`src/rtl/alarm_irq_pkg.sv`:
```
package alarm_irq_pkg;
  localparam int NUM_SRC = 6;
  localparam int ADDR_W  = 2;

  localparam int SRC_CAL    = 0;
  localparam int SRC_LOAD   = 1;
  localparam int SRC_SAVE   = 2;
  localparam int SRC_LOCK   = 3;
  localparam int SRC_REFLOS = 4;
  localparam int SRC_FBLOS  = 5;

  typedef enum logic [ADDR_W-1:0] {
    REG_LIVE   = 2'd0,
    REG_STICKY = 2'd1,
    REG_MASK   = 2'd2,
    REG_NONE   = 2'd3
  } reg_sel_e;

  typedef struct packed {
    logic               maskLoad;
    logic               stickyClear;
    logic [NUM_SRC-1:0] wrBits;
  } dp_strobe_t;
endpackage

```
`src/rtl/alarm_irq_ctrl.sv`:
```
module alarm_irq_ctrl
  import alarm_irq_pkg::*;
(
  input  logic [ADDR_W-1:0]  regAddr,
  input  logic               regWrEn,
  input  logic [NUM_SRC-1:0] regWrData,
  input  logic [NUM_SRC-1:0] liveBits,
  input  logic [NUM_SRC-1:0] stickyBits,
  input  logic [NUM_SRC-1:0] maskBits,
  output dp_strobe_t         strobe,
  output logic [NUM_SRC-1:0] regRdData
);
  reg_sel_e sel;

  assign sel = reg_sel_e'(regAddr);

  // write decode into datapath strobes
  always_comb begin
    strobe             = '0;
    strobe.wrBits      = regWrData;
    strobe.maskLoad    = regWrEn && (sel == REG_MASK);
    strobe.stickyClear = regWrEn && (sel == REG_STICKY);
  end

  // combinational read select
  always_comb begin
    case (sel)
      REG_LIVE:   regRdData = liveBits;
      REG_STICKY: regRdData = stickyBits;
      REG_MASK:   regRdData = maskBits;
      default:    regRdData = '0;
    endcase
  end
endmodule

```
`src/rtl/alarm_irq_dp.sv`:
```
module alarm_irq_dp
  import alarm_irq_pkg::*;
(
  input  logic               clk,
  input  logic               rstN,
  input  logic [NUM_SRC-1:0] alarmIn,
  input  dp_strobe_t         strobe,
  output logic [NUM_SRC-1:0] liveBits,
  output logic [NUM_SRC-1:0] stickyBits,
  output logic [NUM_SRC-1:0] maskBits,
  output logic               irqOut
);
  // signal loss on either input folds into lock lost
  always_comb begin
    liveBits           = alarmIn;
    liveBits[SRC_LOCK] = alarmIn[SRC_LOCK] | alarmIn[SRC_REFLOS] | alarmIn[SRC_FBLOS];
  end

  // one capture flop per source; a live event outranks a clear
  for (genvar i = 0; i < NUM_SRC; i++) begin : g_sticky
    always_ff @(posedge clk) begin
      if (!rstN)                                  stickyBits[i] <= 1'b0;
      else if (liveBits[i])                       stickyBits[i] <= 1'b1;
      else if (strobe.stickyClear && strobe.wrBits[i]) stickyBits[i] <= 1'b0;
    end
  end

  always_ff @(posedge clk) begin
    if (!rstN)                maskBits <= '0;
    else if (strobe.maskLoad) maskBits <= strobe.wrBits;
  end

  always_ff @(posedge clk) begin
    if (!rstN) irqOut <= 1'b0;
    else       irqOut <= |(liveBits & ~maskBits);
  end
endmodule

```
`src/rtl/alarm_irq_top.sv`:
```
module alarm_irq_top
  import alarm_irq_pkg::*;
(
  input  logic               clk,
  input  logic               rstN,
  input  logic [NUM_SRC-1:0] alarmIn,
  input  logic [ADDR_W-1:0]  regAddr,
  input  logic               regWrEn,
  input  logic [NUM_SRC-1:0] regWrData,
  output logic [NUM_SRC-1:0] regRdData,
  output logic               irqOut
);
  dp_strobe_t         strobe;
  logic [NUM_SRC-1:0] liveBits;
  logic [NUM_SRC-1:0] stickyBits;
  logic [NUM_SRC-1:0] maskBits;

  alarm_irq_ctrl ctrl_i (
    .regAddr   (regAddr),
    .regWrEn   (regWrEn),
    .regWrData (regWrData),
    .liveBits  (liveBits),
    .stickyBits(stickyBits),
    .maskBits  (maskBits),
    .strobe    (strobe),
    .regRdData (regRdData)
  );

  alarm_irq_dp dp_i (
    .clk       (clk),
    .rstN      (rstN),
    .alarmIn   (alarmIn),
    .strobe    (strobe),
    .liveBits  (liveBits),
    .stickyBits(stickyBits),
    .maskBits  (maskBits),
    .irqOut    (irqOut)
  );
endmodule

```
`config.mk`:
```
export PLATFORM = sky130hd
export DESIGN_NAME = alarm_irq_top
export DESIGN_NICKNAME = d
export VERILOG_FILES = /design/src/rtl/alarm_irq_pkg.sv /design/src/rtl/alarm_irq_ctrl.sv /design/src/rtl/alarm_irq_dp.sv /design/src/rtl/alarm_irq_top.sv
export SDC_FILE = /design/constraint.sdc
export NUM_CORES = 1
export LEC_CHECK = 0
export ABC_AREA = 1
export BUFFER_PORTS_ARGS = -buffer_cell sky130_fd_sc_hd__buf_4
export CORE_UTILIZATION = 25
export CTS_CLUSTER_DIAMETER = 60
export DETAILED_ROUTE_END_ITERATION = 10
export PLACE_DENSITY = 0.49
export SYNTH_ARGS = -nofsm -noshare
export SYNTH_HDL_FRONTEND = slang
export SYNTH_SLANG_ARGS = --single-unit
```
`constraint.sdc`:
```
create_clock -name clk -period 0.9 [get_ports clk]
set_input_delay 0.045 -clock clk [delete_from_list [all_inputs] [get_ports clk]]
set_output_delay 0.045 -clock clk [all_outputs]
set_load 0.005 [all_outputs]
```
==> flow_summary_export.csv <==
group,metric,value,unit
status,status,"finished, violations left",
status,violations,"negative setup slack",
sta,hold_violations,0,
setup_path,cp.buffers_inverters,1,
detailed_routing,drc_errors,0,
power_and_ir_drop,power.density,1250,nW/µm²
die,fp.dieArea,2980,µm²
min_path,min_to,"dp_i.stickyBits[5]",
setup_path,required,0.85,ns
yosys,ys_warn_count,0,
clocking,cts_tree,"built",
sta,rsz0062_at_grt,"true",
detailed_routing,wl_met1,818,µm
flow_run,maxCapViolations,0,
cells_and_area,fill_cells,294,
setup_path,reg2reg_slack,0.07,ns
sta,worstMarginPinSlew,0.390,ns
yosys,ys.flop_type,"dfxtp_1",
clocking,numClockSinks,13,
cells_and_area,final_core_util,39.9,%
global_route,first_global_vias,683,
global_route,grt_use_total,14.0,%
detailed_routing,wl_met3,67,µm
setup_path,critPathTopFamily,"flip-flops",
yosys,synth_area,692,µm²
detailed_routing,dr_wl_met2,853,µm
power_and_ir_drop,pwr-share-seq,49.6,%
setup_path,critical_path_class,"flip-flop to primary output",
die,die-width,54.6,µm
sta,slew_violations,0,
global_route,grt_pass1_wl,2.88,mm
clocking,cts-root-buf,"clkbuf_4",
setup_path,cp-start-kind,"flip-flop",
yosys,synth_area_leader_cell,"dfxtp_1",
detailed_routing,num_vias,734,
detailed_routing,routed_wl,1.77,mm
power_and_ir_drop,switching_share,26.7,%
yosys,syn_area_per_cell,6.53,µm²
clocking,cts_made_buffers,3,
power_and_ir_drop,clock_power_share,28.3,%
yosys,yosys-top-cells-count,"nand2_1 (36), nand3_1 (17), dfxtp_1 (13)",
detailed_routing,dr.pass1.iters,4,
sta,min_period_over_period,100,%
setup_path,crit_chain,"nand2_1 > nand3_1 > buf_4",
placement,place.gp.congestion,0.794,
setup_path,max_stage_delay,0.32,ns
yosys,synth_cell_type_count,12,
die,die_h,54.6,µm
setup_path,rr_endpoint,"dp_i.irqOut",
global_route,grt_overflow,0,
power_and_ir_drop,ir_worst_vdd,0.000810,V
yosys,netlist.area_leader.share,37.6,%
cells_and_area,drive_gt1_share,41.6,%
cells_and_area,nets,155,
sta,max_slew_margin,74.0,%
sta,fmax,1.11,GHz
placement,io_buffers,23,
power_and_ir_drop,comb_power_share,22.2,%
power_and_ir_drop,p_int,928,µW
yosys,synthCells,106,
die,ios,24,
setup_path,r2r_cells,7,
die,core-area,2540,µm²
setup_path,slowest_stage,"dfxtp_2",
cells_and_area,antenna_cells,0,
yosys,synthArstFlopShare,0,%
yosys,yosys-top-cells-area,"dfxtp_1 (38%), nand2_1 (20%), nand3_1 (12%)",
global_route,antenna_found_initial,0,
global_route,grt_max_degree,14,
die,initial_core_util,27.2,%
sta,hold_ws,0.0215,ns
clocking,clock_path_buffers,2,
clocking,path_clk_slew,0.08,ns
detailed_routing,drtAntennaViolNets,0,
min_path,min_path_type,"primary input to flip-flop",
detailed_routing,wire_per_inst,10.6,µm
detailed_routing,dr.max_layer_used,"met4",
cells_and_area,multi_input_area,380,µm²
clocking,htree_levels,1,
sta,finalSetupViolCount,1,
cells_and_area,design_area,1020,µm²
setup_path,critical_path.startpoint,"dp_i.stickyBits[2]",
clocking,clock_latency,0.27,ns
placement,dp_hpwl,1.29,mm
min_path,holdCritStartpoint,"alarmIn[5]",
yosys,synth_fp_nets,123,
setup_path,cp.depth,3,
placement,dpl_cell_area,891,µm²
sta,setup_ws,-0.00121,ns
detailed_routing,drtIter0Drc,5,
setup_path,reg2reg_from,"dp_i.maskBits[5]",
detailed_routing,viasPerCell,4.40,
power_and_ir_drop,power.switching,339,µW
cells_and_area,syn_to_final_growth,46.8,%
sta,skew,0.00285,ns
yosys,synth_seq_cells,13,
yosys,synth_most_common_cell,"nand2_1",
yosys,synth-seq-area-share,37.6,%
sta,min_period,0.901,ns
setup_path,crit_path_max_fanout,2,
setup_path,critPathArrivalTime,0.86,ns
yosys,synth_edf_count,0,
die,rows,18,
power_and_ir_drop,p_leak,0.479,nW
cells_and_area,seq_area,275,µm²
setup_path,end_kind,"primary output",
min_path,hold_depth,3,
[power groups by stage]
stage,Clock [mW],Combinational [mW],Sequential [mW]
after global placement,0,0.252,0.634
after detailed placement,0,0.253,0.634
after CTS,0.381,0.269,0.626
after floorplan,0,0.125,0.632
after global routing,0.409,0.311,0.631
final,0.358,0.280,0.627
[worst reg2reg max path, cell delays in order (launching register included)]
cell and delay, ns:
dfxtp_2 0.35, inv_1 0.04, nand2_1 0.05, nand2_1 0.06
nor2_1 0.08, nand3_1 0.07, nand2_1 0.06, inv_1 0.03
[stage by stage]
| step | TNS (ns) | setup slack [ns] | power (mW) | cells |
|---|---|---|---|---|
| after floorplan | 0 | 0.138 | 0.756 | 106 |
| after global placement | 0 | 0.0457 | 0.886 | 158 |
| after detailed placement | 0 | 0.0251 | 0.888 | 158 |
| after CTS | -0.106 | -0.0255 | 1.28 | 167 |
| after global routing | -0.288 | -0.0668 | 1.35 | 167 |
| final | -0.00121 | -0.00121 | 1.27 | 167 |
[flip-flops by register name, indices dropped and copies added, names as in the netlist]
signal and cells:
dp_i.irqOut 1, dp_i.maskBits 6, dp_i.stickyBits 6
[final cells by class]
cell class | instances | area share [%]
timing repair buffer | 31 | 24.8
sequential | 13 | 27.1
multi-input combinational | 77 | 37.4
inverter | 12 | 4.43
tap | 30 | 3.69
clock buffer | 4 | 2.59
[cell usage in the layout (no fill, tap or decap)]
cell type,instances
dfxtp_1,1
clkbuf_4,3
clkbuf_1,1
nor2_1,8
inv_2,2
nand2_2,5
dlygate4sd3_1,3
nand2_1,31
nor2_4,2
inv_1,10
dfxtp_2,12
nand3_1,14
a21oi_1,12
nand3_2,5
buf_6,3
buf_4,25
[routing by layer]
metal  vias to the layer above  global-route usage (%)
li1                        396                       -
met1                       320                    16.5
met2                        14                    23.3
met3                         4                    2.78
met4                         0                    7.69
met5                         -                       0
[how the worst max path moves through the flow]
stage / endpoint / slack (ns)
4_1_cts: regRdData[3] / -0.03
2_1_floorplan: dp_i.irqOut / 0.14
3_3_place_gp: dp_i.stickyBits[0] / 0.05
5_1_grt: regRdData[4] / -0.07
6_report: regRdData[2] / -0.001
3_5_place_dp: dp_i.stickyBits[0] / 0.03
[cell families after synthesis]
logic type      Yosys count  synth area share (%)
compound gates           12                  8.68
buf+inv                  16                  11.4
flops                    13                  37.6
simple gates             65                  42.3
[timing repair]
| item | 4_1_cts | 5_1_grt |
|---|---|---|
| buffers inserted | 2 | 0 |
| pin swaps | 8 | 6 |
| endpoints found under the hold margin | 3 | 0 |
| hold buffers | 3 | 0 |
| resized for setup | 12 | 11 |
| setup endpoints to repair | 6 | 6 |
Note: power is estimated with default switching activity, not from simulation.
